## config.mk

```make
export PLATFORM = sky130hd
export DESIGN_NAME = dma_mm_engine
export DESIGN_NICKNAME = d
export VERILOG_FILES = /design/src/rtl/dma_mm_pkg.sv /design/src/rtl/dma_cfg_regs.sv /design/src/rtl/dma_addr_seq.sv /design/src/rtl/dma_xfer_fsm.sv /design/src/rtl/dma_mm_engine.sv
export SDC_FILE = /design/constraint.sdc
export NUM_CORES = 1
export LEC_CHECK = 0
export BUFFER_PORTS_ARGS = -buffer_cell sky130_fd_sc_hd__buf_2
export CAP_MARGIN = 15
export CORE_MARGIN = 2
export CORE_UTILIZATION = 50
export CTS_CLUSTER_SIZE = 30
export DETAILED_ROUTE_END_ITERATION = 10
export HOLD_SLACK_MARGIN = 0.08
export PLACE_DENSITY_LB_ADDON = 0.08
export SETUP_SLACK_MARGIN = 0.2
export SLEW_MARGIN = 10
export SYNTH_ARGS = -nofsm -noshare
export SYNTH_HDL_FRONTEND = slang
export SYNTH_SLANG_ARGS = --single-unit
```

## constraint.sdc

```tcl
create_clock -name clk -period 2.3 [get_ports clk]
set_clock_uncertainty 0.15 [all_clocks]
set_input_delay 0.345 -clock clk [delete_from_list [all_inputs] [get_ports clk]]
set_output_delay 0.345 -clock clk [all_outputs]
set_load 0.05 [all_outputs]
```

## src/rtl/dma_mm_pkg.sv

```systemverilog
package dma_mm_pkg;

    typedef enum logic [1:0] {
        ST_IDLE,
        ST_ARB,
        ST_READ,
        ST_WRITE
    } xfer_state_t;

    // register word indices (byte offset / 4)
    localparam int REG_SRC  = 0;
    localparam int REG_DST  = 1;
    localparam int REG_LEN  = 2;
    localparam int REG_CTRL = 3;
    localparam int REG_STAT = 4;

    // control and status bit positions
    localparam int CTRL_GO   = 0;
    localparam int CTRL_IEN  = 1;
    localparam int STAT_BUSY = 0;
    localparam int STAT_DONE = 1;
    localparam int STAT_ERR  = 2;

endpackage

```

## src/rtl/dma_cfg_regs.sv

```systemverilog
module dma_cfg_regs
    import dma_mm_pkg::*;
#(
    parameter int CFG_AW = 5,
    parameter int ADDR_W = 32,
    parameter int LEN_W  = 16
) (
    input  logic              clk,
    input  logic              rst_n,
    input  logic              cfg_sel,
    input  logic              cfg_wr,
    input  logic [CFG_AW-1:0] cfg_addr,
    input  logic [31:0]       cfg_wdata,
    output logic [31:0]       cfg_rdata,
    input  logic              eng_busy,
    input  logic              fin,
    input  logic              fin_err,
    output logic [ADDR_W-1:0] src_q,
    output logic [ADDR_W-1:0] dst_q,
    output logic [LEN_W-1:0]  len_q,
    output logic              go,
    output logic              done_q,
    output logic              err_q,
    output logic              irq
);
    localparam int IDX_W = CFG_AW - 2;

    logic [IDX_W-1:0] idx;
    logic             aligned;
    logic             wr_en;
    logic             locked;
    logic             ien_q;

    assign idx     = cfg_addr[CFG_AW-1:2];
    assign aligned = (cfg_addr[1:0] == 2'b00);
    assign wr_en   = cfg_sel && cfg_wr && aligned;
    assign locked  = eng_busy || done_q;
    assign go      = wr_en && (idx == IDX_W'(REG_CTRL)) && cfg_wdata[CTRL_GO] && !locked;
    assign irq     = done_q && ien_q;

    always_ff @(posedge clk or negedge rst_n) begin
        if (!rst_n) begin
            src_q <= '0;
            dst_q <= '0;
            len_q <= '0;
            ien_q <= 1'b0;
        end else if (wr_en) begin
            if (idx == IDX_W'(REG_SRC) && !locked) src_q <= cfg_wdata[ADDR_W-1:0];
            if (idx == IDX_W'(REG_DST) && !locked) dst_q <= cfg_wdata[ADDR_W-1:0];
            if (idx == IDX_W'(REG_LEN) && !locked) len_q <= cfg_wdata[LEN_W-1:0];
            if (idx == IDX_W'(REG_CTRL))           ien_q <= cfg_wdata[CTRL_IEN];
        end
    end

    always_ff @(posedge clk or negedge rst_n) begin
        if (!rst_n) begin
            done_q <= 1'b0;
            err_q  <= 1'b0;
        end else if (fin) begin
            done_q <= 1'b1;
            err_q  <= fin_err;
        end else if (wr_en && idx == IDX_W'(REG_STAT) && cfg_wdata[STAT_DONE]) begin
            done_q <= 1'b0;
            err_q  <= 1'b0;
        end
    end

    always_comb begin
        cfg_rdata = '0;
        if (aligned) begin
            case (idx)
                IDX_W'(REG_SRC):  cfg_rdata = 32'(src_q);
                IDX_W'(REG_DST):  cfg_rdata = 32'(dst_q);
                IDX_W'(REG_LEN):  cfg_rdata = 32'(len_q);
                IDX_W'(REG_CTRL): cfg_rdata[CTRL_IEN] = ien_q;
                IDX_W'(REG_STAT): begin
                    cfg_rdata[STAT_BUSY] = eng_busy;
                    cfg_rdata[STAT_DONE] = done_q;
                    cfg_rdata[STAT_ERR]  = err_q;
                end
                default: cfg_rdata = '0;
            endcase
        end
    end

endmodule

```

## src/rtl/dma_addr_seq.sv

```systemverilog
module dma_addr_seq #(
    parameter int ADDR_W = 32,
    parameter int LEN_W  = 16,
    parameter int DATA_W = 32
) (
    input  logic              clk,
    input  logic              rst_n,
    input  logic              load,
    input  logic              capture,
    input  logic              step,
    input  logic [ADDR_W-1:0] src_in,
    input  logic [ADDR_W-1:0] dst_in,
    input  logic [LEN_W-1:0]  len_in,
    input  logic [DATA_W-1:0] rd_data,
    output logic [ADDR_W-1:0] rd_addr,
    output logic [ADDR_W-1:0] wr_addr,
    output logic [DATA_W-1:0] wr_data,
    output logic              last
);
    localparam int BEAT_BYTES = DATA_W / 8;

    logic [LEN_W-1:0] remain_q;

    assign last = (remain_q == LEN_W'(BEAT_BYTES));

    always_ff @(posedge clk or negedge rst_n) begin
        if (!rst_n) begin
            rd_addr  <= '0;
            wr_addr  <= '0;
            remain_q <= '0;
        end else if (load) begin
            rd_addr  <= src_in;
            wr_addr  <= dst_in;
            remain_q <= len_in;
        end else if (step) begin
            rd_addr  <= rd_addr + ADDR_W'(BEAT_BYTES);
            wr_addr  <= wr_addr + ADDR_W'(BEAT_BYTES);
            remain_q <= remain_q - LEN_W'(BEAT_BYTES);
        end
    end

    always_ff @(posedge clk or negedge rst_n) begin
        if (!rst_n)       wr_data <= '0;
        else if (capture) wr_data <= rd_data;
    end

endmodule

```

## src/rtl/dma_xfer_fsm.sv

```systemverilog
module dma_xfer_fsm
    import dma_mm_pkg::*;
#(
    parameter int LEN_W  = 16,
    parameter int DATA_W = 32
) (
    input  logic             clk,
    input  logic             rst_n,
    input  logic             go,
    input  logic [LEN_W-1:0] len_q,
    input  logic             bus_gnt,
    input  logic             rd_ack,
    input  logic             rd_err,
    input  logic             wr_ack,
    input  logic             wr_err,
    input  logic             last,
    output logic             busy,
    output logic             bus_req,
    output logic             rd_req,
    output logic             wr_req,
    output logic             load,
    output logic             capture,
    output logic             step,
    output logic             fin,
    output logic             fin_err
);
    localparam int BEAT_LSB = $clog2(DATA_W / 8);

    xfer_state_t state_q, state_d;
    logic        bad_len;
    logic        rd_fire;
    logic        wr_fire;

    assign bad_len = (len_q == '0) || (len_q[BEAT_LSB-1:0] != '0);
    assign rd_fire = rd_req && rd_ack;
    assign wr_fire = wr_req && wr_ack;

    always_ff @(posedge clk or negedge rst_n) begin
        if (!rst_n) state_q <= ST_IDLE;
        else        state_q <= state_d;
    end

    always_comb begin
        state_d = state_q;
        unique case (state_q)
            ST_IDLE:  if (go && !bad_len) state_d = ST_ARB;
            ST_ARB:   if (bus_gnt)        state_d = ST_READ;
            ST_READ:  if (rd_fire)        state_d = rd_err ? ST_IDLE : ST_WRITE;
            ST_WRITE: if (wr_fire)        state_d = (wr_err || last) ? ST_IDLE : ST_READ;
            default:                      state_d = ST_IDLE;
        endcase
    end

    always_comb begin
        busy    = 1'b0;
        bus_req = 1'b0;
        rd_req  = 1'b0;
        wr_req  = 1'b0;
        load    = 1'b0;
        capture = 1'b0;
        step    = 1'b0;
        fin     = 1'b0;
        fin_err = 1'b0;
        unique case (state_q)
            ST_IDLE: begin
                load    = go && !bad_len;
                fin     = go && bad_len;
                fin_err = 1'b1;
            end
            ST_ARB: begin
                busy    = 1'b1;
                bus_req = 1'b1;
            end
            ST_READ: begin
                busy    = 1'b1;
                bus_req = 1'b1;
                rd_req  = bus_gnt;
                capture = rd_fire && !rd_err;
                fin     = rd_fire && rd_err;
                fin_err = 1'b1;
            end
            ST_WRITE: begin
                busy    = 1'b1;
                bus_req = 1'b1;
                wr_req  = bus_gnt;
                step    = wr_fire && !wr_err;
                fin     = wr_fire && (wr_err || last);
                fin_err = wr_err;
            end
            default: begin
                busy = 1'b0;
            end
        endcase
    end

endmodule

```

## src/rtl/dma_mm_engine.sv

```systemverilog
module dma_mm_engine #(
    parameter int CFG_AW = 5,
    parameter int ADDR_W = 32,
    parameter int LEN_W  = 16,
    parameter int DATA_W = 32
) (
    input  logic              clk,
    input  logic              rst_n,
    input  logic              cfg_sel,
    input  logic              cfg_wr,
    input  logic [CFG_AW-1:0] cfg_addr,
    input  logic [31:0]       cfg_wdata,
    output logic [31:0]       cfg_rdata,
    output logic              irq,
    output logic              bus_req,
    input  logic              bus_gnt,
    output logic              rd_req,
    output logic [ADDR_W-1:0] rd_addr,
    input  logic              rd_ack,
    input  logic [DATA_W-1:0] rd_data,
    input  logic              rd_err,
    output logic              wr_req,
    output logic [ADDR_W-1:0] wr_addr,
    output logic [DATA_W-1:0] wr_data,
    input  logic              wr_ack,
    input  logic              wr_err
);
    logic [ADDR_W-1:0] src_q;
    logic [ADDR_W-1:0] dst_q;
    logic [LEN_W-1:0]  len_q;
    logic              go;
    logic              st_busy;
    logic              st_done;
    logic              st_err;
    logic              fin;
    logic              fin_err;
    logic              load;
    logic              capture;
    logic              step;
    logic              last;

    dma_cfg_regs #(
        .CFG_AW (CFG_AW),
        .ADDR_W (ADDR_W),
        .LEN_W  (LEN_W)
    ) u_regs (
        .clk       (clk),
        .rst_n     (rst_n),
        .cfg_sel   (cfg_sel),
        .cfg_wr    (cfg_wr),
        .cfg_addr  (cfg_addr),
        .cfg_wdata (cfg_wdata),
        .cfg_rdata (cfg_rdata),
        .eng_busy  (st_busy),
        .fin       (fin),
        .fin_err   (fin_err),
        .src_q     (src_q),
        .dst_q     (dst_q),
        .len_q     (len_q),
        .go        (go),
        .done_q    (st_done),
        .err_q     (st_err),
        .irq       (irq)
    );

    dma_xfer_fsm #(
        .LEN_W  (LEN_W),
        .DATA_W (DATA_W)
    ) u_fsm (
        .clk     (clk),
        .rst_n   (rst_n),
        .go      (go),
        .len_q   (len_q),
        .bus_gnt (bus_gnt),
        .rd_ack  (rd_ack),
        .rd_err  (rd_err),
        .wr_ack  (wr_ack),
        .wr_err  (wr_err),
        .last    (last),
        .busy    (st_busy),
        .bus_req (bus_req),
        .rd_req  (rd_req),
        .wr_req  (wr_req),
        .load    (load),
        .capture (capture),
        .step    (step),
        .fin     (fin),
        .fin_err (fin_err)
    );

    dma_addr_seq #(
        .ADDR_W (ADDR_W),
        .LEN_W  (LEN_W),
        .DATA_W (DATA_W)
    ) u_seq (
        .clk     (clk),
        .rst_n   (rst_n),
        .load    (load),
        .capture (capture),
        .step    (step),
        .src_in  (src_q),
        .dst_in  (dst_q),
        .len_in  (len_q),
        .rd_data (rd_data),
        .rd_addr (rd_addr),
        .wr_addr (wr_addr),
        .wr_data (wr_data),
        .last    (last)
    );

endmodule

```

Yosys cells after proc, flatten, opt, wreduce, memory -nomap -nowiden
Cells that the tools add are included.
{"block": "word_totals", "word_cells": 95, "regBits": 197, "inputBits": 78, "output_inout_bits": 132}
{"block": "classes", "n_addsub": 3, "eq_ne": 12, "n_reduce_logical": 40, "mux": 29}
{"op": "32-bit 2-to-1 mux", "n": 5}
{"op": "29-bit one-hot mux with 3 select lines", "n": 1}
{"op": "32-bit by 3-bit adder with 32-bit output (second input constant)", "n": 2}
{"op": "16-bit 2-to-1 mux", "n": 2}
{"op": "1-bit logical AND", "n": 19}
{"op": "16-bit by 3-bit == test with 1-bit output (second input constant)", "n": 1}
{"op": "16-bit logical NOT", "n": 1}
{"op": "16-bit by 3-bit subtractor with 16-bit output (second input constant)", "n": 1}
{"op": "2-bit 2-to-1 mux", "n": 6}
{"op": "1-bit 2-to-1 mux", "n": 9}
{"op": "1-bit one-hot mux with 4 select lines", "n": 2}
{"op": "2-bit one-hot mux with 4 select lines", "n": 1}
{"op": "2-bit AND reduction", "n": 4}
{"op": "3-bit by 2-bit == test with 1-bit output (second input constant)", "n": 2}
{"op": "2-bit by 1-bit inequality test with 1-bit output (second input constant)", "n": 3}
{"op": "2-bit nonzero test", "n": 3}
{"op": "1-bit one-hot mux with 5 select lines", "n": 1}
{"op": "2-bit == test (second input constant)", "n": 2}
{"op": "1-bit logical NOT", "n": 4}
{"op": "2-bit logical NOT", "n": 2}
{"op": "4-bit AND reduction", "n": 1}
{"op": "3-bit by 1-bit == test with 1-bit output (second input constant)", "n": 1}
{"op": "3-bit == test (second input constant)", "n": 1}
{"op": "3-bit logical NOT", "n": 1}
{"op": "other kinds (7)", "n": 9}

Logic depth before layout (Yosys ltp)
Gate-level depths: netlist of the first run.
{"block": "depth", "ltp_word": 9, "depth_mapped": 9, "mapped_depth_nobuf": 7}

Hierarchy
A second synthesis of the first run with hierarchy kept.
{"block": "hier_totals", "cells_unflattened": 911, "hier_area_um2": 10039.6}
{"mod": "dma_addr_seq", "cells_each": 572, "area_each_um2": 5729.2, "n_inst": 1, "seq_area_each_um2": 2802.7}
{"mod": "dma_cfg_regs", "cells_each": 307, "area_each_um2": 4096.4, "n_inst": 1, "seq_area_each_um2": 2077.0}
{"mod": "dma_xfer_fsm", "cells_each": 32, "area_each_um2": 214.0, "n_inst": 1, "seq_area_each_um2": 50.0}

Least setup slack after synthesis of the first run
Ideal clock, no wire load.
{"block": "synth_timing", "kind": "reg-to-reg", "startpoint": "register u_seq.wr_addr[2]", "endpoint": "register u_seq.wr_addr[24]", "period_less_slack_ns": 2.780, "setup_ns": 0.069, "required_ns": 2.081, "path_stages_with_launch": 8, "path_buffers": 1, "setup_slack_ns": -0.480, "arrival_time_ns": 2.561, "cell_sequence": "dfrtp_1 ha_1 nand4_1 or4_1 buf_2 or3_1 or3_1 nand3_1"}
{"block": "synth_between", "elab_chain_len": 3}
{"item": "start: declaration", "line": "dma_addr_seq.sv:16", "rtl": "output logic [ADDR_W-1:0] wr_addr,"}
{"item": "start signal: assignment", "line": "dma_addr_seq.sv:33", "rtl": "wr_addr <= dst_in;"}
{"item": "start signal: assignment", "line": "dma_addr_seq.sv:37", "rtl": "wr_addr <= wr_addr + ADDR_W'(BEAT_BYTES);"}
{"item": "32-bit by 3-bit adder with 32-bit output", "line": "dma_addr_seq.sv:37"}
{"item": "32-bit 2-to-1 mux", "line": "dma_addr_seq.sv:35", "rtl": "end else if (step) begin"}
{"item": "32-bit 2-to-1 mux", "line": "dma_addr_seq.sv:31", "rtl": "end else if (load) begin"}
Every way passes these cells. The select of a mux whose other input is x is not followed.
A chain may end at the register's enable or synchronous reset.

Worst setup path after layout of the first run
{"block": "layout_timing", "startpoint": "register u_fsm.state_q[0]", "endpoint": "output cfg_rdata[0]"}
{"block": "layout_between", "elab_chain_len": 5, "word_cells_on_any_way": 7, "cone_classes": "eq/ne: 3; mux: 3; reduce/logical: 1"}
{"item": "start: declaration", "line": "dma_xfer_fsm.sv:29", "rtl": "xfer_state_t state_q, state_d;"}
{"item": "start signal: assignment", "line": "dma_xfer_fsm.sv:40", "rtl": "else state_q <= state_d;"}
{"item": "2-bit by 1-bit == test with 1-bit output / 2-bit == test (equally long branches)", "line": "dma_xfer_fsm.sv:64", "rtl": "unique case (state_q)"}
{"item": "3-bit OR reduction (no line) (*)"}
{"item": "1-bit 2-to-1 mux (*)", "line": "dma_xfer_fsm.sv:64"}
{"item": "1-bit one-hot mux with 4 select lines (*)", "line": "dma_cfg_regs.sv:71", "rtl": "case (idx)"}
{"item": "32-bit 2-to-1 mux (*)", "line": "dma_cfg_regs.sv:70", "rtl": "if (aligned) begin"}
{"item": "end: declaration", "line": "dma_mm_engine.sv:13", "rtl": "output logic [31:0] cfg_rdata,"}
Mark *: on every way between the ends. The rest lies on a longest branch, timed or not.

==> summary.txt, run 1 <==
Worst setup path
  • Required time of the critical path: 1800 ps
  • R2R setup slack: -120 ps
  • CP Max Fanout: 4
  • CP Class: reg -> out
  • Worst r2r src: u_fsm.state_q[1]
  • Reg2reg path depth: 8
  • Slowest stage cell, crit path: dfrtp_1
  • CP Capture Type: output port
  • Worst path cell trace: buf_6 -> or2_4 -> nand2_2 -> a21oi_2 -> a221oi_2 -> buf_4 -> nor2_4 -> buf_8
  • Worst path max stage delay: 420 ps
  • RR Endpoint: u_seq.remain_q[10]
  • Crit start category: flop
  • CP arrival: 1940 ps

Synthesis
  • Ys async rst share: 100%
  • EDFF count, synth: 0
  • Mean Syn Cell Area: 10.5 um^2
  • Yosys cell types: 60
  • Net Count, Synth: slightly above 1k
  • Register bit count reported by yosys: ~200
  • Ys Warns: 0
  • Seq/Total Area, Yosys: 50.1%
  • Top cells by area, synth: dfrtp_1 (50%), mux2_2 (13%), nand2_1 (3.4%), nor2_1 (3.0%), o21ai_0 (2.4%)
  • Post-synthesis instance area: 9840 um^2
  • Top cell type's share of synthesized area: 50.1%
  • Largest area contributor in the netlist: dfrtp_1
  • Post-Syn Instances: about 940
  • Ys flop type: dfrtp_1

Clock tree
  • Clk sinks: 197
  • CTS Buf Count: 17
  • H-tree levels: 4
  • Root Driver: clkbuf_16
  • Skew-Pair Late Insertion Delay: 460 ps
  • CTS tree: yes
  • Clock Path Buffers: 2
  • Reg clk slew, reported paths: about 80 ps

Detailed routing
  • Drt total wl: 42700 um
  • DRC: 1
  • Vias/cell: between 6 and 7
  • DRT Pass-1 Iters: 10
  • ANT nets after route: 0
  • Initial DRC Count: 1075
  • Routed len/inst: 25.5 um
  • Vias: 10.6k

Timing
  • Final period utilization: 106%
  • Unrepaired setup endpoints after global routing: yes
  • Relative slew slack: ~58%
  • FMAX: between 400 and 500 MHz
  • Slew @ Worst Pin: 626 ps
  • Final Hold Fails: 0
  • Setup tns final: -2750 ps
  • Minimum clock period: 2440 ps
  • Slew Limit Fails: 0
  • Setup-failing EPs final: 53
  • Worst Slack Setup Final: -136 ps

Pwr
  • Max VDD drop: 717 uV
  • Total chip power: 12.3 mW
  • PwrDens: 728 nW/um^2
  • Static Leak: around 8.1 nW

Floorplanning
  • Die area: 20800 um^2
  • Core Area: ~19000 um^2
  • Die Width: 144 um
  • Top Ports: between 200 and 250
  • Num rows: slightly above 50
  • Chip height: 144 um
  • Starting density of the core: between 50% and 60%

Run status
  • Status: complete, but fails checks
  • Failing checks: DRC, setup timing

Placement
  • GP Congestion: approximately 0.85
  • HPWL after DPL: 21500 um
  • IO buf count: around 210

Min path
  • Hold path start: rd_ack
  • Worst hold path class: in -> reg
  • WHS Endpoint: u_regs.done_q
  • Hold depth: 3

Global routing
  • Total gr overflow: 0
  • Total GRT Usage: 35.1%
  • Antenna violations before repair: 2
  • Vias in the first global route: 10.0k
  • First-pass GRT wire length: about 56000 um
  • Largest net degree at the start of global routing: 65

Flow run
  • Max-Cap Viols: 0

Layout
  • Syn-to-layout area delta: 71.0%
  • Nets: 1480
  • Layout cell share with drive strength beyond 1: 58.7%
-- power by group --
group | switching [mW] | internal [mW]
Sequential | 0.678 | 4.13
Clock | 1.54 | 1.56
Combinational | 2.67 | 1.68
-- kinds of logic (layout without fill, tap and decap cells) --
kind of cell	Yosys count	in the layout	share of synthesized area (%)
AO/OA/AOI/OAI	159	159	10.8
XOR/XNOR	31	31	2.76
adder cells (fa/ha/maj)	4	4	0.509
buffers and inverters	73	541	3.01
flip-flops	197	197	50.1
multiplexers	138	138	15.5
other	0	1	0
AND/OR/NAND/NOR	339	340	17.3
-- worst max path at each step --
| stage | from | endpoint | cells past startpoint |
|---|---|---|---|
| global placement | cfg_addr[1] | u_seq.rd_addr[30] | 6 |
| CTS | u_fsm.state_q[1] | cfg_rdata[0] | 8 |
| floorplan | u_seq.wr_addr[2] | u_seq.wr_addr[24] | 7 |
| global route | u_fsm.state_q[1] | u_seq.wr_addr[25] | 10 |
| finish | u_fsm.state_q[0] | cfg_rdata[0] | 8 |
| detailed placement | cfg_addr[1] | u_seq.rd_addr[30] | 6 |
-- cells in the mapped netlist, types with 2 or more instances --
| cell type | instances |
|---|---|
| dfrtp_1 | 197 |
| mux2_2 | 115 |
| nand2_1 | 89 |
| nor2_1 | 78 |
| o21ai_0 | 47 |
| nand3_1 | 41 |
| a21oi_1 | 30 |
| clkbuf_1 | 30 |
| mux2i_1 | 23 |
| nor3_1 | 23 |
| nand4_1 | 22 |
| a22oi_1 | 21 |
| nor4_1 | 19 |
| xnor2_1 | 17 |
| inv_1 | 15 |
| a221o_1 | 14 |
| buf_1 | 14 |
| xor2_1 | 14 |
| buf_2 | 12 |
| or3_1 | 12 |
| and3_1 | 11 |
| o211ai_1 | 8 |
| or4_1 | 7 |
| and2_1 | 6 |
| and4_1 | 6 |
| a21o_1 | 5 |
| a31oi_1 | 5 |
| a32oi_1 | 5 |
| ha_1 | 4 |
| o311ai_0 | 4 |
| nor2b_1 | 3 |
| or2_2 | 3 |
| a21bo_1 | 2 |
| a221oi_1 | 2 |
| a22o_1 | 2 |
| a2bb2oi_1 | 2 |
| a32o_1 | 2 |
| and3b_1 | 2 |
| buf_4 | 2 |
| nand2b_1 | 2 |
| nand3b_1 | 2 |
| nor3_2 | 2 |
| nor3b_1 | 2 |
| o41ai_1 | 2 |
| or4b_1 | 2 |
-- registers in the layout (all words and copies together) (netlist names) --
name,count
u_fsm.state_q,2
u_regs.done_q,1
u_regs.dst_q,32
u_regs.err_q,1
u_regs.ien_q,1
u_regs.len_q,16
u_regs.src_q,32
u_seq.rd_addr,32
u_seq.remain_q,16
u_seq.wr_addr,32
u_seq.wr_data,32
-- cell type report --
| cell class | instances | area [um^2] |
|---|---|---|
| clock buffer | 18 | 439 |
| multi-input combinational | 672 | 6140 |
| sequential | 197 | 4970 |
| clock inverter | 13 | 141 |
| tap | 265 | 332 |
| inverter | 15 | 56.3 |
| fill | 838 | 2570 |
| antenna | 1 | 2.50 |
| timing repair buffer | 495 | 4750 |
-- worst max-delay path, delay by kind of cell, from the launching register on --
family | cells | cell delay (ps)
AND/OR/NAND/NOR | 3 | 340
buffers and inverters | 3 | 460
flip-flops | 1 | 420
AO/OA/AOI/OAI | 2 | 250
-- through the flow --
stage          hold slack [ps]  utilization [%]  instances  setup slack [ps]  cell area, um^2
4_1_cts                   83.6             81.1       1653             -63.1            15700
3_5_place_dp               177             64.3       1480              -303            12500
6_report                  68.0             86.8       1676              -136            16800
2_1_floorplan             -101                -        941              -193            10300
3_3_place_gp               182             64.3       1480              -293            12500
5_1_grt                   88.0             86.8       1676              -229            16800
-- placed cells by master, fill, tap and decap left out, types with 10 or more instances in the layout --
cell type / count
dfrtp_1: 163
buf_2: 171
buf_16: 12
and3_1: 10
o21ai_2: 18
buf_12: 32
nand2_4: 10
dlygate4sd3_1: 65
mux2_4: 55
nand2_2: 23
mux2_2: 60
nor3_1: 16
nand3_1: 26
inv_1: 15
xnor2_1: 15
nand4_1: 22
nor2_1: 39
o21ai_1: 27
buf_4: 109
nor2_4: 35
clkbuf_16: 23
buf_8: 37
dfrtp_2: 34
xor2_1: 12
mux2i_1: 22
nand2_1: 53
a22oi_2: 15
buf_6: 59
nand3_2: 12
nor4_4: 11
a221o_1: 14
a21oi_2: 21
-- what timing repair did --
action                     in CTS  in global routing
pin swaps                     106                 58
cloned                         14                  8
setup endpoints to repair     106                157
gates resized for setup       321                199
hold endpoints to repair      157                  0
setup buffers                  63                 14
hold buffers                   65                  0
-- per-layer routing --
layer  track usage [%]  wire [um]  part of all wire (%)
met4              17.0       2460                   5.8
met5                 0         14                 0.033
met2              55.3      20000                    47
met1              46.5      15700                    37
met3              7.45       4550                    11
No activity file was read; power rests on OpenSTA's default activity.
==> inputs of run 2 (changes only) <==
SYNTH_HIERARCHICAL = 1   (was not set)
==> run 2 against run 1 <==
Compared with the run above: the run ends with setup timing left; sequential power shrank 7.7%; final cell count shrank 5.1%; worst hold slack gained 46 ps; sequential share of layout area grew 3.3 points; routed wire length shrank 24%; first-iteration DRC count shrank 38%; highest routed layer is now met4.
==> summary.txt, run 2 <==
Synthesis
  • Ys async rst share: 100% (unchanged)
  • Seq/Total Area, Yosys: 49.1% (-0.99 points)
  • Yosys cell types: 59 (-1.7%)
  • Net Count, Synth: 993 (-2.9%)
  • Top cells by area, synth: dfrtp_1 (49%), mux2_2 (9.0%), mux2_4 (6.0%), nand2_1 (3.0%), o21ai_0 (2.3%)
  • Synth top cells by count: dfrtp_1 (197), mux2_2 (80), nand2_1 (80)
  • Post-synthesis instance area: 10000 um^2 (+2.0%)
  • Ys Warns: 6 (+6)
  • Post-Syn Instances: 911 (-3.2%)
  • Top-count cell post-synth: dfrtp_1
  • Register bit count reported by yosys: 197 (unchanged)
  • Mean Syn Cell Area: 11.0 um^2 (+5.4%)
  • Top cell type's share of synthesized area: 49.1% (-0.99 points)
  • Ys flop type: dfrtp_1
  • EDFF count, synth: 0 (unchanged)
  • Largest area contributor in the netlist: dfrtp_1

Detailed routing
  • Vias/cell: 5.82 (-8.3%)
  • Drt total wl: 32700 um (-24%)
  • Initial DRC Count: 670 (-38%)
  • DRC: 0 (-1)
  • Vias: 9255 (-13%)
  • ANT nets after route: 0 (unchanged)
  • Routed len/inst: 20.5 um (-19%)
  • DRT Pass-1 Iters: 5 (-5)

Clock tree
  • Reg clk slew, reported paths: 80 ps (about the same)
  • Clk sinks: 197 (unchanged)
  • CTS tree: yes
  • CTS Buf Count: 17 (unchanged)
  • H-tree levels: 4 (unchanged)
  • Clock Path Buffers: 2 (unchanged)
  • Skew-Pair Late Insertion Delay: 430 ps (-30 ps)
  • Root Driver: clkbuf_16

Worst setup path
  • Slowest stage cell, crit path: or4_4
  • CP Class: reg -> reg
  • CP arrival: 2590 ps (+650 ps)
  • Most frequent cell on the critical path: or4_4
  • Required time of the critical path: 2510 ps (+710 ps)
  • Worst path max stage delay: 550 ps (+130 ps)
  • CP Max Fanout: 5 (+1)
  • CP Capture Type: flop
  • Worst path cell trace: nand4_1 -> nor2_4 -> nand3_4 -> or4_4 -> or4_4 -> a31oi_2
  • Crit start category: flop

Timing
  • Slew @ Worst Pin: 603 ps (-22.5 ps)
  • Minimum clock period: 2390 ps (-50.3 ps)
  • Worst Slack Setup Final: -85.5 ps (+50.3 ps)
  • Setup-failing EPs final: 11 (-79%)
  • Final Hold Fails: 0 (unchanged)
  • Final period utilization: 104% (-2.2 points)
  • Slew Limit Fails: 0 (unchanged)
  • Unrepaired setup endpoints after global routing: yes
  • Relative slew slack: 59.8% (+1.6 points)
  • FMAX: 419 MHz (+2.1%)

Placement
  • Pre-CTS setup slack: -225 ps (+78.0 ps)
  • Cells after DPL: 1421 (-4.0%)
  • IO buf count: 209 (unchanged)
  • GP Congestion: 0.923 (+9.1%)
  • HPWL after DPL: 20600 um (-4.1%)

Layout
  • Cell Count, Final, Fillers Out: 1590 (-5.1%)
  • Diodes inserted: 0 (-1)
  • Most frequent cells in the layout: buf_2 (177), dfrtp_1 (177), buf_4 (111)
  • Layout cell share with drive strength beyond 1: 50.9% (-7.8 points)
  • Fill cells: 1226 (+46%)
  • Nets: 1394 (-5.8%)
  • Syn-to-layout area delta: 50.2%

Run status
  • Status: complete, but fails checks
  • Failing checks: setup timing

Global routing
  • First-pass GRT wire length: 48300 um (-13%)
  • Total GRT Usage: 28.7% (-6.4 points)
  • Antenna violations before repair: 0 (-2)
  • Vias in the first global route: 8887 (-11%)
  • Largest net degree at the start of global routing: 69 (+6.2%)
  • Total gr overflow: 0 (unchanged)

Pwr
  • Static Leak: 6.98 nW (-13%)
  • Max VDD drop: 996 uV (+39%)
  • PwrDens: 709 nW/um^2 (-2.7%)

Floorplanning
  • Num rows: 51 (unchanged)
  • Starting density of the core: 51.2% (+0.52 points)
  • Die area: 21200 um^2 (+2.0%)
  • Core Area: 19600 um^2 (+0.99%)
  • Chip height: 146 um (+0.98%)
  • Top Ports: 210 (unchanged)
  • Die Width: 146 um (+0.98%)

Flow run
  • Max-Cap Viols: 0 (unchanged)

Min path
  • Worst hold path class: in -> reg
run 2: cell types whose count changed after synthesis, sizes merged, moves of 15 or more:
| cell | before | now |
|---|---|---|
| a31oi | 5 | 31 |
| nand3 | 41 | 25 |
| nor2 | 78 | 61 |
| nor3 | 25 | 10 |
| o31ai | 0 | 23 |
| or4 | 7 | 29 |
run 2: worst max-delay path: cells and delay by family (launching register included):
family | cells | cell delay (ps)
compound gates | 1 | 140
flops | 1 | 370
simple gates | 5 | 1660
run 2: area by class of cell:
cell class	count	area (um^2)	area share, %
Clock buffer	17	425	2.82
Multi-Input combinational cell	647	5490	36.4
Inverter	11	48.8	0.323
Sequential cell	197	4950	32.8
Tap cell	265	332	2.20
Timing Repair Buffer	438	3670	24.4
Clock inverter	15	158	1.05
run 2: cell families (layout without fill, tap and decap cells):
| group | after synthesis | count (layout) | synth area share [%] |
|---|---|---|---|
| AOI/OAI and AO/OA | 153 | 153 | 9.66 |
| buffers and inverters | 68 | 481 | 3.31 |
| and+or+nand+nor | 317 | 318 | 17.7 |
| DFF | 197 | 197 | 49.1 |
| muxes | 137 | 137 | 16.7 |
| adders and majority gates | 4 | 4 | 0.499 |
| xor gates and xnor gates | 35 | 35 | 3.05 |
run 2: path summary, 6_finish.rpt:
path                                   startpoint                end  slack, ps  cells past startpoint
worst max-delay path             u_fsm/state_q[1]  u_seq/wr_addr[28]        -90                      6
worst min-delay path                      bus_gnt   u_fsm/state_q[0]        110                      3
worst max register to register   u_fsm/state_q[1]  u_seq/wr_addr[28]        -90                      6
worst min register to register  u_seq/wr_data[26]  u_seq/wr_data[26]        360                      1
max in group asynchronous                   rst_n    u_regs/dst_q[1]        970                      3
min in group asynchronous                   rst_n   u_seq/rd_addr[8]        350                      2
run 2: where the power goes:
part / switching (mW) / leakage, nW / internal (mW)
clock network: 1.48 / 0.281 / 1.46
logic: 2.10 / 4.07 / 1.22
registers: 0.450 / 2.63 / 3.99
run 2: metal layers:
layer	share of wire [%]	global-route usage (%)	up-vias
li1	-	-	4181
met1	43	39.7	4609
met2	49	46.0	406
met3	6.1	4.89	59
met4	2.2	10.2	0
met5	0	0	-
run 2: timing repair:
item | in CTS | in global routing
resized for setup | 85 | 115
gates cloned | 6 | 8
endpoints found under the hold margin | 176 | 0
endpoints found under the setup margin | 100 | 112
buffers inserted | 21 | 37
pin swaps | 23 | 46
hold buffers | 66 | 0
run 2: metrics by stage:
step | power (mW) | util [%] | instance area [um^2] | TNS (ps) | hold WS (ps)
floorplan | 6.50 | - | 10400 | -6970 | -101
finish | 10.7 | 77.0 | 15100 | -495 | 114
detailed placement | 7.43 | 62.8 | 12300 | -4260 | 251
CTS | 10.5 | 72.5 | 14200 | -575 | 116
global route | 11.1 | 77.0 | 15100 | -2630 | 145
global placement | 7.37 | 62.8 | 12300 | -3450 | 251
==> inputs of run 3 (changes only) <==
ABC_AREA = 1   (was not set)
CORE_UTILIZATION = 51   (was 50)
SETUP_SLACK_MARGIN = 0.5   (was 0.2)
==> run 3 against run 2 <==
Compared with the run above: the flow still finishes with violations (setup timing); final cell count rose by 33%; combinational power rose by 50%; via count rose by 34%; critical path depth rose by 6; synthesized cell count rose by 59%; register-to-register slack improved by 50 ps; global-route usage rose by 4.8 points; sequential power rose by 8.1%; routed wire length rose by 37%; sequential cell count did not move; critical path type unchanged; critical endpoint is now u_seq/remain_q[0].
==> summary.txt, run 3 <==
Synthesis
  • Ys async rst share: 100% (unchanged)
  • EDFF count, synth: 0 (unchanged)
  • Net Count, Synth: 1527 (+54%)
  • Largest area contributor in the netlist: dfrtp_1
  • Top cell type's share of synthesized area: 44.5% (-4.6 points)
  • Register bit count reported by yosys: 197 (unchanged)
  • Top cells by area, synth: dfrtp_1 (45%), nand2_1 (18%), nand3_1 (8.2%), nor2_1 (3.9%), a22oi_1 (3.8%)
  • Synth top cells by count: nand2_1 (544), dfrtp_1 (197), nand3_1 (182)
  • Post-Syn Instances: 1445 (+59%)
  • Ys flop type: dfrtp_1
  • Ys Warns: 6 (unchanged)
  • Post-synthesis instance area: 11100 um^2 (+10%)
  • Mean Syn Cell Area: 7.66 um^2 (-31%)
  • Yosys cell types: 39 (-34%)
  • Top-count cell post-synth: nand2_1
  • Seq/Total Area, Yosys: 44.5% (-4.6 points)

Detailed routing
  • Initial DRC Count: 1389 (+110%)
  • Vias/cell: 5.84 (+0.31%)
  • DRC: 0 (unchanged)
  • Routed len/inst: 21.2 um (+3.0%)
  • DRT Pass-1 Iters: 5 (unchanged)
  • ANT nets after route: 0 (unchanged)
  • Drt total wl: 44800 um (+37%)
  • Vias: 12.4k (+34%)

Layout
  • Cell Count, Final, Fillers Out: 2119 (+33%)
  • Layout cell share with drive strength beyond 1: 38.4% (-12 points)
  • Cell area after layout: 17000 um^2 (+13%)
  • Commonest non-fill, non-tap cell in the layout: nand2_1
  • Diodes inserted: 0 (unchanged)
  • Nets: 1913 (+37%)
  • Final core utilization: 80.3% (+3.3 points)
  • Most frequent cells in the layout: nand2_1 (437), dfrtp_1 (194), buf_2 (170)
  • Syn-to-layout area delta: 53.5%

Placement
  • Pre-CTS setup slack: -35.1 ps (+190 ps)
  • HPWL after DPL: 25600 um (+24%)
  • Dpl cell area: 13300 um^2 (+7.8%)
  • IO buf count: 209 (unchanged)
  • Cells after DPL: 1923 (+35%)
  • GP Congestion: 0.969 (+5.0%)

Run status
  • Status: complete, but fails checks
  • Failing checks: setup timing

Timing
  • Unrepaired setup endpoints after global routing: yes
  • Slew Limit Fails: 0 (unchanged)
  • Minimum clock period: 2330 ps (-51.6 ps)
  • Final Hold Fails: 0 (unchanged)
  • FMAX: 428 MHz (+2.2%)
  • Setup-failing EPs final: 8 (-3)
  • Slew @ Worst Pin: 615 ps (+12.3 ps)
  • Worst hold slack: 112 ps (-2.50 ps)
  • Worst Slack Setup Final: -33.9 ps (+51.6 ps)
  • Relative slew slack: 59.0% (-0.82 points)
  • Final period utilization: 101% (-2.2 points)

Worst setup path
  • Worst path cell trace: nor2_4 -> inv_6 -> or2_4 -> and3b_2 -> nand3_4 -> nor2_4 -> buf_4 -> buf_8 -> buf_12 -> clkbuf_16 -> nand2_1 -> o21ai_0
  • CP arrival: 2540 ps (-50 ps)
  • Slowest stage cell, crit path: dfrtp_1
  • Most frequent cell on the critical path: nor2_4
  • Required time of the critical path: 2510 ps (about the same)
  • Crit path max-delay family: simple AND/OR/NAND/NOR gates
  • Crit start category: flop
  • Worst path max stage delay: 410 ps (-140 ps)
  • CP Class: reg -> reg
  • CP Capture Type: flop
  • Buffers & Inverters on Critical Path: 5 (+5)
  • CP Max Fanout: 6 (+1)

Global routing
  • Total GRT Usage: 33.6% (+4.8 points)
  • First-pass GRT wire length: 59100 um (+22%)
  • Vias in the first global route: 10.9k (+23%)
  • Largest net degree at the start of global routing: 63 (-8.7%)
  • Total gr overflow: 0 (unchanged)
  • Antenna violations before repair: 0 (unchanged)

Clock tree
  • Clk sinks: 197 (unchanged)
  • CTS Buf Count: 17 (unchanged)
  • Reg clk slew, reported paths: 70 ps (about the same)
  • H-tree levels: 4 (unchanged)
  • CTS tree: yes
  • Root Driver: clkbuf_16
  • Clock Path Buffers: 2 (unchanged)
  • Skew-Pair Late Insertion Delay: 450 ps (+20 ps)

Floorplanning
  • Die Width: 151 um (+3.9%)
  • Die area: 22900 um^2 (+7.8%)
  • Starting density of the core: 52.3% (+1.1 points)
  • Chip height: 151 um (+3.9%)
  • Num rows: 53 (+3.9%)
  • Top Ports: 210 (unchanged)
  • Core Area: 21200 um^2 (+8.0%)

Pwr
  • Internal Pwr Total: 7.55 mW (+13%)
  • Static Leak: 8.49 nW (+22%)
  • Sequential Power Share: 37.2% (-4.3 points)
  • Switch share: 41.6% (+3.9 points)
  • Clk pwr share: 24.3% (-3.2 points)
  • Switching pwr: 5.37 mW (+33%)
  • Comb pwr share: 38.6% (+7.6 points)
  • PwrDens: 761 nW/um^2 (+7.3%)
  • Max VDD drop: 610 uV (-39%)

Flow run
  • Max-Cap Viols: 0 (unchanged)

Min path
  • Worst hold path class: in -> reg
-- run 3: changes by cell type after synthesis, moves of 31 or more --
| cell | delta |
|---|---|
| inv_1 | +77 |
| nand3_1 | +161 |
| a31oi_1 | -31 |
| mux2_4 | -40 |
| mux2_2 | -48 |
| a22oi_1 | +38 |
| nand2_1 | +464 |
| nor2_1 | +53 |
-- run 3: final cells by class --
type / instances / area (um^2)
timing repair buffer: 423 / 3860
sequential: 197 / 4930
clock buffer: 18 / 439
multi-input combinational: 1093 / 6760
tap: 275 / 344
clock inverter: 14 / 163
timing repair inverter: 2 / 17.5
fill: 1348 / 4160
inverter: 97 / 472
-- run 3: worst paths after layout --
| path | start | endpoint | slack, ps | cells past startpoint |
|---|---|---|---|---|
| worst max-delay path | u_fsm/state_q[1] | u_seq/remain_q[0] | -30 | 12 |
| worst min-delay path | bus_gnt | u_fsm/state_q[0] | 110 | 4 |
| worst max register to register | u_fsm/state_q[1] | u_seq/remain_q[0] | -30 | 12 |
| worst min register to register | u_seq/wr_addr[0] | u_seq/wr_addr[0] | 340 | 2 |
| max in group asynchronous | rst_n | u_seq/wr_data[29] | 1070 | 3 |
| min in group asynchronous | rst_n | u_regs/src_q[9] | 250 | 2 |
-- run 3: repair_timing --
item                                   in CTS  in global routing
pin swaps                                  32                 53
endpoints found under the hold margin     189                  3
setup endpoints to repair                 231                234
hold buffers                               64                  1
gates resized for setup                   152                249
setup buffers                              33                 42
gates cloned                                6                 18
-- run 3: routing by layer --
layer | GRT usage (%) | share of wire (%)
met1 | 46.0 | 38
met2 | 54.5 | 48
met3 | 5.03 | 9.9
met4 | 11.6 | 4.1
met5 | 0 | 0
-- run 3: cells by family after synthesis --
| kind of cell | count (synthesis) | share of synthesized area (%) |
|---|---|---|
| buffers and inverters | 161 | 7.03 |
| adders and majority gates | 4 | 0.452 |
| and+or+nand+nor | 897 | 35.1 |
| xor gates and xnor gates | 27 | 2.14 |
| AOI/OAI and AO/OA | 127 | 7.46 |
| DFF | 197 | 44.5 |
| muxes | 32 | 3.26 |
-- run 3: tightest hold or removal path: stages --
cell,delay (ps)
buf_2,90
a21oi_1,120
inv_1,70
nand2_1,50
-- run 3: metrics by stage --
| stage | TNS, ps | power, mW |
|---|---|---|
| finish | -123 | 12.9 |
| global route | -2660 | 13.3 |
| CTS | 0 | 12.3 |
| detailed placement | -134 | 8.88 |
| global placement | 0 | 8.80 |
| floorplan | -12230 | 7.72 |
-- run 3: power by group through the flow --
stage	Clock (mW)	Combinational, mW	Sequential [mW]
floorplan	0	1.76	5.95
global placement	0	4.05	4.75
finish	3.14	4.98	4.80
global route	3.29	5.19	4.86
CTS	3.15	4.42	4.72
detailed placement	0	4.11	4.77
